--- config.mk ---
export PLATFORM = sky130hd
export DESIGN_NAME = cipher_start_ctrl
export DESIGN_NICKNAME = d
export VERILOG_FILES = /design/src/rtl/csc_pkg.sv /design/src/rtl/csc_ctrl.sv /design/src/rtl/csc_datapath.sv /design/src/rtl/cipher_start_ctrl.sv
export SDC_FILE = /design/constraint.sdc
export NUM_CORES = 1
export LEC_CHECK = 0
export ABC_AREA = 1
export BUFFER_PORTS_ARGS = -buffer_cell sky130_fd_sc_hd__buf_4
export CORE_ASPECT_RATIO = 0.8
export CORE_MARGIN = 3
export CORE_UTILIZATION = 40
export DETAILED_ROUTE_END_ITERATION = 7
export GPL_TIMING_DRIVEN = 0
export PLACE_DENSITY = 0.65
export SYNTH_ARGS = -nofsm -noshare
export SYNTH_HDL_FRONTEND = slang
export SYNTH_SLANG_ARGS = --single-unit
--- constraint.sdc ---
create_clock -name clk -period 1.5 [get_ports clk]
set_input_delay 0.3 -clock clk [delete_from_list [all_inputs] [get_ports clk]]
set_output_delay 0.3 -clock clk [all_outputs]
set_load 0.02 [all_outputs]
--- src/rtl/csc_pkg.sv ---
`timescale 1ns/1ps
package csc_pkg;
  localparam int DATA_W    = 32;
  localparam int BLK_WORDS = 4;
  localparam int ADDR_W    = 6;
  localparam int IDX_W     = $clog2(BLK_WORDS);

  localparam logic [ADDR_W-1:0] A_CTRL  = 6'h00;
  localparam logic [ADDR_W-1:0] A_MODE  = 6'h01;
  localparam logic [ADDR_W-1:0] A_IRQEN = 6'h02;
  localparam logic [ADDR_W-1:0] A_STAT  = 6'h03;
  localparam logic [ADDR_W-1:0] A_KEY0  = 6'h08;
  localparam logic [ADDR_W-1:0] A_IV0   = 6'h10;
  localparam logic [ADDR_W-1:0] A_IN0   = 6'h14;
  localparam logic [ADDR_W-1:0] A_OUT0  = 6'h18;

  typedef enum logic [2:0] {CH_ECB = 3'd0, CH_CBC = 3'd1, CH_OFB = 3'd2,
                            CH_CFB = 3'd3, CH_CTR = 3'd4} chain_e;
  typedef enum logic [2:0] {FB_128 = 3'd0, FB_64 = 3'd1, FB_32 = 3'd2,
                            FB_16 = 3'd3, FB_8 = 3'd4} fbsz_e;

  typedef logic [BLK_WORDS-1:0][DATA_W-1:0] blk_t;

  typedef struct packed {
    logic                 start;
    logic                 skipIv;
    logic                 keyWr;
    logic [BLK_WORDS-1:0] ivWr;
    logic [BLK_WORDS-1:0] inWr;
    logic [DATA_W-1:0]    data;
  } dp_strobe_t;

  // Input words a mode accepts: a run of ones from word 0 upward.
  function automatic logic [BLK_WORDS-1:0] permitMask(input logic [2:0] ch,
                                                      input logic [2:0] fb);
    int n;
    logic [BLK_WORDS-1:0] m;
    if (ch != CH_CFB)     n = BLK_WORDS;
    else if (fb == FB_128) n = BLK_WORDS;
    else if (fb == FB_64)  n = BLK_WORDS / 2;
    else                   n = 1;
    for (int i = 0; i < BLK_WORDS; i++) m[i] = (i < n);
    return m;
  endfunction
endpackage

--- src/rtl/csc_ctrl.sv ---
`timescale 1ns/1ps
module csc_ctrl
  import csc_pkg::*;
(
  input  logic              clk,
  input  logic              rstN,
  input  logic              wrEn,
  input  logic [ADDR_W-1:0] wrAddr,
  input  logic [DATA_W-1:0] wrData,
  input  logic              rdEn,
  input  logic [ADDR_W-1:0] rdAddr,
  input  logic              coreBusy,
  input  logic              coreDone,
  input  blk_t              outWords,
  output dp_strobe_t        strobe,
  output logic [DATA_W-1:0] rdData,
  output logic              irq
);
  logic                 modeAuto, irqEn, ready, err;
  logic [2:0]           chain, fbSel;
  logic [BLK_WORDS-1:0] wrMask, permit, wordSel;
  logic [IDX_W-1:0]     wrIdx, rdIdx;
  logic wrIvHit, wrInHit, rdOutHit, inWrOk, inWrBad;
  logic modeWr, manualGo, autoFull, goReq, outRead;

  assign wrIdx    = wrAddr[IDX_W-1:0];
  assign rdIdx    = rdAddr[IDX_W-1:0];
  assign wrIvHit  = wrEn && (wrAddr[ADDR_W-1:IDX_W] == A_IV0[ADDR_W-1:IDX_W]);
  assign wrInHit  = wrEn && (wrAddr[ADDR_W-1:IDX_W] == A_IN0[ADDR_W-1:IDX_W]);
  assign rdOutHit = rdAddr[ADDR_W-1:IDX_W] == A_OUT0[ADDR_W-1:IDX_W];
  assign wordSel  = BLK_WORDS'(1) << wrIdx;
  assign permit   = permitMask(chain, fbSel);
  assign inWrOk   = wrInHit && permit[wrIdx];
  assign inWrBad  = wrInHit && !permit[wrIdx];
  assign modeWr   = wrEn && (wrAddr == A_MODE);
  assign manualGo = wrEn && (wrAddr == A_CTRL) && wrData[0] && !modeAuto;
  assign autoFull = modeAuto && (wrMask == permit);
  assign goReq    = manualGo || autoFull;
  assign outRead  = rdEn && rdOutHit;

  always_comb begin
    strobe.start  = goReq && !coreBusy;
    strobe.skipIv = (chain == CH_ECB);
    strobe.keyWr  = wrEn && (wrAddr == A_KEY0);
    strobe.ivWr   = wrIvHit ? wordSel : '0;
    strobe.inWr   = inWrOk  ? wordSel : '0;
    strobe.data   = wrData;
  end

  always_ff @(posedge clk or negedge rstN) begin
    if (!rstN) begin
      modeAuto <= 1'b0;
      chain    <= CH_ECB;
      fbSel    <= FB_128;
      irqEn    <= 1'b0;
      wrMask   <= '0;
      ready    <= 1'b0;
      err      <= 1'b0;
    end else begin
      if (modeWr) begin
        modeAuto <= wrData[0];
        chain    <= wrData[3:1];
        fbSel    <= wrData[6:4];
      end
      if (wrEn && (wrAddr == A_IRQEN)) irqEn <= wrData[0];
      wrMask <= ((modeWr || goReq) ? '0 : wrMask) | strobe.inWr;
      if (modeWr)       err <= 1'b0;
      else if (inWrBad) err <= 1'b1;
      if (coreDone)     ready <= 1'b1;
      else if (outRead) ready <= 1'b0;
    end
  end

  always_comb begin
    rdData = '0;
    if (rdAddr == A_MODE)       rdData[6:0] = {fbSel, chain, modeAuto};
    else if (rdAddr == A_IRQEN) rdData[0]   = irqEn;
    else if (rdAddr == A_STAT)  rdData[2:0] = {err, coreBusy, ready};
    else if (rdOutHit)          rdData      = outWords[rdIdx];
  end

  assign irq = ready && irqEn;

  p_mask_in_permit_r3: assert property (@(posedge clk) disable iff (!rstN)
    (wrMask & ~permit) == '0);
  p_bad_write_flag_r4: assert property (@(posedge clk) disable iff (!rstN)
    inWrBad && !goReq |=> err && (wrMask == $past(wrMask)));
  p_mask_fresh_r5: assert property (@(posedge clk) disable iff (!rstN)
    strobe.start |=> wrMask == $past(strobe.inWr));
  p_ready_on_done_r7: assert property (@(posedge clk) disable iff (!rstN)
    coreDone |=> ready);
  p_ready_clear_r10: assert property (@(posedge clk) disable iff (!rstN)
    ready && outRead && !coreDone |=> !ready);
endmodule

--- src/rtl/csc_datapath.sv ---
`timescale 1ns/1ps
module csc_datapath
  import csc_pkg::*;
#(
  parameter int LATENCY = 10
) (
  input  logic       clk,
  input  logic       rstN,
  input  dp_strobe_t strobe,
  output logic       coreBusy,
  output logic       coreDone,
  output blk_t       outWords
);
  localparam int CNT_W = $clog2(LATENCY + 1);

  logic [DATA_W-1:0] key0;
  blk_t              ivReg, inReg, opWord, pend;
  logic [CNT_W-1:0]  cnt;

  always_ff @(posedge clk or negedge rstN) begin
    if (!rstN)             key0 <= '0;
    else if (strobe.keyWr) key0 <= strobe.data;
  end

  for (genvar g = 0; g < BLK_WORDS; g++) begin : g_word
    always_ff @(posedge clk or negedge rstN) begin
      if (!rstN) begin
        ivReg[g] <= '0;
        inReg[g] <= '0;
      end else begin
        if (strobe.ivWr[g]) ivReg[g] <= strobe.data;
        if (strobe.inWr[g]) inReg[g] <= strobe.data;
      end
    end
    assign opWord[g] = inReg[g] ^ key0 ^ (strobe.skipIv ? '0 : ivReg[g]);
  end

  assign coreDone = coreBusy && (cnt == '0);

  always_ff @(posedge clk or negedge rstN) begin
    if (!rstN) begin
      coreBusy <= 1'b0;
      cnt      <= '0;
      pend     <= '0;
      outWords <= '0;
    end else if (strobe.start && !coreBusy) begin
      coreBusy <= 1'b1;
      cnt      <= CNT_W'(LATENCY - 1);
      pend     <= opWord;
    end else if (coreBusy) begin
      if (cnt == '0) begin
        coreBusy <= 1'b0;
        outWords <= pend;
      end else begin
        cnt <= cnt - CNT_W'(1);
      end
    end
  end

  p_start_busy_r1: assert property (@(posedge clk) disable iff (!rstN)
    strobe.start && !coreBusy |=> coreBusy && (cnt == CNT_W'(LATENCY - 1)));
  p_no_restart_r6: assert property (@(posedge clk) disable iff (!rstN)
    coreBusy && (cnt != '0) |=> coreBusy && (cnt == $past(cnt) - CNT_W'(1)) && $stable(pend));
  p_done_on_fall_r7: assert property (@(posedge clk) disable iff (!rstN)
    $fell(coreBusy) |-> (outWords == $past(pend)));
endmodule

--- src/rtl/cipher_start_ctrl.sv ---
`timescale 1ns/1ps
module cipher_start_ctrl
  import csc_pkg::*;
#(
  parameter int LATENCY = 10
) (
  input  logic              clk,
  input  logic              rstN,
  input  logic              wrEn,
  input  logic [ADDR_W-1:0] wrAddr,
  input  logic [DATA_W-1:0] wrData,
  input  logic              rdEn,
  input  logic [ADDR_W-1:0] rdAddr,
  output logic [DATA_W-1:0] rdData,
  output logic              irq
);
  dp_strobe_t strobe;
  logic       coreBusy, coreDone;
  blk_t       outWords;

  csc_ctrl u_ctrl (
    .clk, .rstN, .wrEn, .wrAddr, .wrData, .rdEn, .rdAddr,
    .coreBusy, .coreDone, .outWords, .strobe, .rdData, .irq
  );

  csc_datapath #(.LATENCY(LATENCY)) u_dp (
    .clk, .rstN, .strobe, .coreBusy, .coreDone, .outWords
  );
endmodule

### After elaboration in Yosys (flattened, before gate mapping)

Cells that the tools add are included.

* bits in registers: 563
* latch bits: 0
* memory bits (writable): 0
* ROM bits: 0
* input port bits: 48
* logic and storage cells: 118
* memories kept: 0

* add/sub/neg operators: 1
* multiply operators: 0
* divide/modulo/power cells: 0
* order comparisons: 6
* equal/unequal tests: 13
* shift-type cells: 1
* mux-type cells: 31
* bitwise operators: 10
* reduce and logical (&&, ||, !) cells: 30

Operators with widths (number)
* $mux W32: 8
* $xor A32 B32 Y32: 8
* $bmux W32 S2: 1
* $lt A3 B32 Y1 const A: 2
* $lt A1 B32 Y1 const A: 1
* $lt A2 B32 Y1 const A: 1
* $mux W31: 1
* $mux W29: 1
* $mux W25: 1
* $mux W4: 6
* $eq A6 B2 Y1 const B: 3
* $logic_and A1 B1 Y1: 16
* $eq A4 B3 Y1 const B: 3
* $eq A6 B1 Y1 const B: 2
* $mux W1: 9
* $mux W7: 1
* $eq A6 B4 Y1 const B: 1
* $logic_not A3 Y1: 2
* $logic_not A6 Y1: 1
* $lt A2 B3 Y1 const B: 2
* $reduce_bool A2 Y1: 3
* $eq A4 B4 Y1: 1
* $logic_not A4 Y1: 1
* $or A4 B4 Y4: 1
* other kinds (13): 16

### Longest topological paths before layout

* word-level depth: 12
* depth in mapped cells: 12
* depth with buffers taken out: 10

### Hierarchy

A second synthesis with hierarchy kept.

* cell total of the unflattened synthesis: 3251
* area total of the unflattened synthesis: 26530.4 um2

Modules (own cells, without submodules)
* csc_datapath: instances 1, cells each 2892, area each 24405.9 um2, sequential area each 13738.2 um2
* csc_ctrl: instances 1, cells each 359, area each 2124.5 um2, sequential area each 350.3 um2

### Least setup slack after synthesis

Ideal clock, no wire load.

* kind: in2out
* from: in rdAddr[1]
* to: out rdData[12]
* data arrival time: 1.454 ns
* required time: 1.200 ns
* path slack: -0.254 ns
* stages on the path: 6
* path buffers: 2
* cell sequence: buf_2 inv_1 nor2_1 buf_2 a22oi_1 a21oi_1

* longest elaborated chain between the ends: 6

RTL lines
* from (decl): RTL line cipher_start_ctrl.sv:13 `input logic [ADDR_W-1:0] rdAddr,`
* $bmux W32 S2: RTL line csc_ctrl.sv:79 `else if (rdOutHit) rdData = outWords[rdIdx];`
* $mux W32 (not written as such): RTL line csc_ctrl.sv:79
* $mux W32: RTL line csc_ctrl.sv:79
* $mux W29: RTL line csc_ctrl.sv:78 `else if (rdAddr == A_STAT) rdData[2:0] = {err, coreBusy, ready};`
* $mux W31: RTL line csc_ctrl.sv:77 `else if (rdAddr == A_IRQEN) rdData[0] = irqEn;`
* $mux W25 *: RTL line csc_ctrl.sv:76 `if (rdAddr == A_MODE) rdData[6:0] = {fbSel, chain, modeAuto};`
* to (decl): RTL line cipher_start_ctrl.sv:14 `output logic [DATA_W-1:0] rdData,`

Mark *: on every way between the ends. The rest lies on a longest branch, timed or not. The select of a mux whose other input is x is not followed.

### Worst setup path after layout

* from: reg u_ctrl.chain[0]
* to: reg u_dp.pend[104] (netlist name)

* longest elaborated chain between the ends: 8

RTL lines
* from (decl): RTL line csc_ctrl.sv:20 `logic [2:0] chain, fbSel;`
* from (signal assigned): RTL line csc_ctrl.sv:62 `chain <= wrData[3:1];`
* $ne A3 B2 Y1: RTL line csc_pkg.sv:38 `if (ch != CH_CFB) n = BLK_WORDS;`
* $mux W32: RTL line csc_pkg.sv:38
* $lt A1 B32 Y1 (tied with other cells): RTL line csc_pkg.sv:42 `for (int i = 0; i < BLK_WORDS; i++) m[i] = (i < n);`
* $eq A4 B4 Y1: RTL line csc_ctrl.sv:37 `assign autoFull = modeAuto && (wrMask == permit);`
* $logic_and A1 B1 Y1: RTL line csc_ctrl.sv:37
* $logic_or A1 B1 Y1: RTL line csc_ctrl.sv:38 `assign goReq = manualGo || autoFull;`
* $logic_and A1 B1 Y1: RTL line csc_ctrl.sv:42 `strobe.start = goReq && !coreBusy;`
* $logic_and A1 B1 Y1: RTL line csc_datapath.sv:46 `end else if (strobe.start && !coreBusy) begin`
* to (signal assigned): RTL line csc_datapath.sv:49 `pend <= opWord;`
* to (decl): RTL line csc_datapath.sv:17 `blk_t ivReg, inReg, opWord, pend;`

Parallel ways exist; a longest one is shown, timed or not.
A chain may end at the register's enable or synchronous reset.

==> impl_metrics.env <==
export IMPL_port_buffers=78
export IMPL_worst_slack_ns=-0.519
export IMPL_dp_cells=3312
export IMPL_grt_pass1_vias=18700
export IMPL_rows=80
export IMPL_hpwl_mm=47.5
export IMPL_cpPeakStageDelay_ns=0.40
export IMPL_cts_root_buf="clkbuf_16"
export IMPL_worstSkewPairLatency_ns=0.60
export IMPL_routed_wl_mm=80.5
export IMPL_r2r_cells=12
export IMPL_syn_inst=2409
export IMPL_fin_setup_tns_ns=-144.86
export IMPL_crit_arrival_ns=2.49
export IMPL_die_area_um2=64600
export IMPL_syn_area_per_cell_um2=10.2
export IMPL_clock_fmax_mhz=495
export IMPL_synth_seq_cells=563
export IMPL_violations="setup timing"
export IMPL_layout_cells_non_filler=3506
export IMPL_crit_type="flip-flop to flip-flop"
export IMPL_synth_distinct_cells=33
export IMPL_wl_per_cell_um=23.0
export IMPL_nFillCells=5002
export IMPL_crit_path_start_kind="flip-flop"
export IMPL_num_vias=19100
export IMPL_ys_seq_area_share_pct=57.2
export IMPL_pre_cts_slack_ns=-0.979
export IMPL_ioPinCount=81
export IMPL_drt_pass1_iter_count=7
export IMPL_clockBufferDepth=3
export IMPL_yosys_top_cells_count="dfrtp_1, nand2_1, o21ai_0"
export IMPL_finalCritPeriodShare_pct=135
export IMPL_run_status="complete, but fails checks"
export IMPL_htreeDepth=2
export IMPL_yosysTopAreaCell="dfrtp_1"
export IMPL_start_util_pct=40.9
export IMPL_crit_start="u_ctrl.chain[0]$_DFFE_PN0P_"
export IMPL_grt_start_max_net_pins=132
export IMPL_ys_warn_count=0
export IMPL_syn2layout_area_growth_pct=33.3
export IMPL_fp_dieH_um=228
export IMPL_rrSetupSlack_ns=-0.52
export IMPL_synth_edff_count=0
export IMPL_synth_most_common_cell="dfrtp_1"
export IMPL_hold_class="input pin to flip-flop"
export IMPL_clkSinkCount=563
export IMPL_leakage_nw=14.6
export IMPL_cts_inserted_buffers=53
export IMPL_synth_area_leaders="dfrtp_1, xnor2_1, nand2_1"
export IMPL_vdd_drop_max_uv=769
export IMPL_track_usage_pct=22.7
export IMPL_finalHoldViolations=0
export IMPL_gr_total_overflow=0
export IMPL_die_w_um=283
export IMPL_slew_violations=0
export IMPL_power_mw=38.8
export IMPL_reg2reg_from="u_ctrl.chain[0]$_DFFE_PN0P_"
export IMPL_fin_skew_ns=0.0189
export IMPL_fin_nets=2694
export IMPL_synth_top_area_share_pct=57.2
export IMPL_cp_endpoint="u_dp.pend[104]$_DFFE_PN0P_"
export IMPL_drive_gt1_share_pct=37.0
export IMPL_synthFlopType="dfrtp_1"
export IMPL_worst_pin_slew_ns=0.788
export IMPL_clkTransAtPathRegs_ns=0.06
export IMPL_drtAntennaViolNets=0
export IMPL_grt_first_pass_wirelength_mm=114
export IMPL_min_period_ns=2.02
export IMPL_cp_cell_sequence="nand2_2 > nor2_4 > buf_6 > a21oi_2 > nor2_2 > nand2_4 > nand2_8 > nand2_8 > clkbuf_16 > clkbuf_16 > nand2_4 > o21ai_2"
export IMPL_rsz0062_at_grt="yes"
export IMPL_cp_max_fo=5
export IMPL_drc_errors=0
export IMPL_drt_iter0_drc=1936
export IMPL_viasPerCell=5.45
export IMPL_cp_end_kind="flip-flop"
export IMPL_slew_headroom_pct=47.5
export IMPL_postLayoutCellArea_um2=32800
export IMPL_required_ns=1.98
export IMPL_synth_nets=2458
export IMPL_cts_tree="built"
export IMPL_placedInstanceArea_um2=26600
export IMPL_antenna_found_initial=0
export IMPL_fin_util_pct=54.5
export IMPL_holdWs_ns=0.0648
export IMPL_n_antenna_cell=0
export IMPL_slowest_stage="dfrtp_1"
export IMPL_design_core_area_um2=60300
export IMPL_synthArstFlopShare_pct=100
export IMPL_setup_viol=493
export IMPL_reg2reg_to="u_dp.pend[104]$_DFFE_PN0P_"
export IMPL_routabilityCongestion=0.832
export IMPL_power_density_nw_per_um2=1180
export IMPL_max_cap_violations=0
export IMPL_syn_cell_area_um2=24600
layout by cell type, fill, tap and decap left out, drive strengths merged, types with 3 or more instances in the layout:
master / n
inv: 62
a22oi: 31
o21ai: 432
nor2: 108
dlygate4sd3: 3
nand3: 18
dfrtp: 563
xnor2: 257
clkbuf: 179
a21oi: 63
clkinv: 14
mux2: 128
nand2: 569
buf: 239
nand4: 5
bufinv: 3
sequential cells by signal (all words and copies together), names as in the netlist:
name / flops
u_ctrl.chain: 3
u_ctrl.err: 1
u_ctrl.fbSel: 3
u_ctrl.irqEn: 1
u_ctrl.modeAuto: 1
u_ctrl.ready: 1
u_ctrl.wrMask: 4
u_dp.cnt: 4
u_dp.coreBusy: 1
u_dp.inReg: 128
u_dp.ivReg: 128
u_dp.key0: 32
u_dp.outWords: 128
u_dp.pend: 128
layout make-up:
cell class,instances,area (um2),share of cell area (%)
Inverter,60,236,0.721
Sequential cell,563,14100,42.9
Multi-Input combinational cell,1621,11600,35.2
Buffer,164,1700,5.19
Timing Repair Buffer,182,2470,7.53
Tap cell,820,1030,3.13
Clock inverter,21,209,0.637
Clock buffer,75,1520,4.63
worst min-delay path by stage:
stage,depth (start not counted),start,to,slack [ns]
floorplan,0,rstN,u_ctrl.chain[0]$_DFFE_PN0P_,0.004
global placement,2,u_dp.pend[96]$_DFFE_PN0P_,u_dp.pend[96]$_DFFE_PN0P_,0.46
detailed placement,2,rstN,u_dp.ivReg[90]$_DFFE_PN0P_,0.42
CTS,4,wrAddr[3],u_ctrl.err$_DFFE_PN0P_,0.03
global route,4,wrAddr[3],u_ctrl.err$_DFFE_PN0P_,0.05
finish,4,wrAddr[3],u_ctrl.err$_DFFE_PN0P_,0.06
worst max-delay path, delay by kind of cell, from the launching register on:
kind	cells	cell delay (ns)
buffers and inverters	3	0.54
AND/OR/NAND/NOR	7	0.84
flip-flops	1	0.40
AO/OA/AOI/OAI	2	0.10
power by group:
| group | internal, mW | leakage, nW | switching, mW |
|---|---|---|---|
| registers | 16.6 | 7.63 | 1.09 |
| clock network | 7.59 | 0.862 | 5.99 |
| logic | 3.26 | 6.13 | 4.23 |
metal layers:
| metal | part of all wire (%) | global-route usage (%) | vias up |
|---|---|---|---|
| met3 | 8.0 | 4.40 | 161 |
| met1 | 43 | 32.4 | 9791 |
| met2 | 46 | 35.3 | 784 |
| li1 | - | - | 8368 |
| met4 | 2.8 | 6.94 | 0 |
| met5 | 0 | 0 | - |
cell families (layout without fill, tap and decap cells):
family | after synthesis | after routing | share of synthesized area [%]
adder cells (fa/ha/maj) | 1 | 1 | 0.0508
AND/OR/NAND/NOR | 702 | 704 | 11.1
flip-flops | 563 | 563 | 57.2
buffers and inverters | 227 | 502 | 4.54
XOR/XNOR | 258 | 258 | 9.18
AO/OA/AOI/OAI | 530 | 530 | 12.1
multiplexers | 128 | 128 | 5.85
what timing repair did:
item | in CTS | in global routing
cloned | 21 | 27
pin swaps | 49 | 28
setup buffers | 38 | 17
hold buffers | 3 | 0
setup endpoints to repair | 445 | 784
endpoints found under the hold margin | 118 | 0
resized for setup | 475 | 503
No activity file was read; power rests on OpenSTA's default activity.
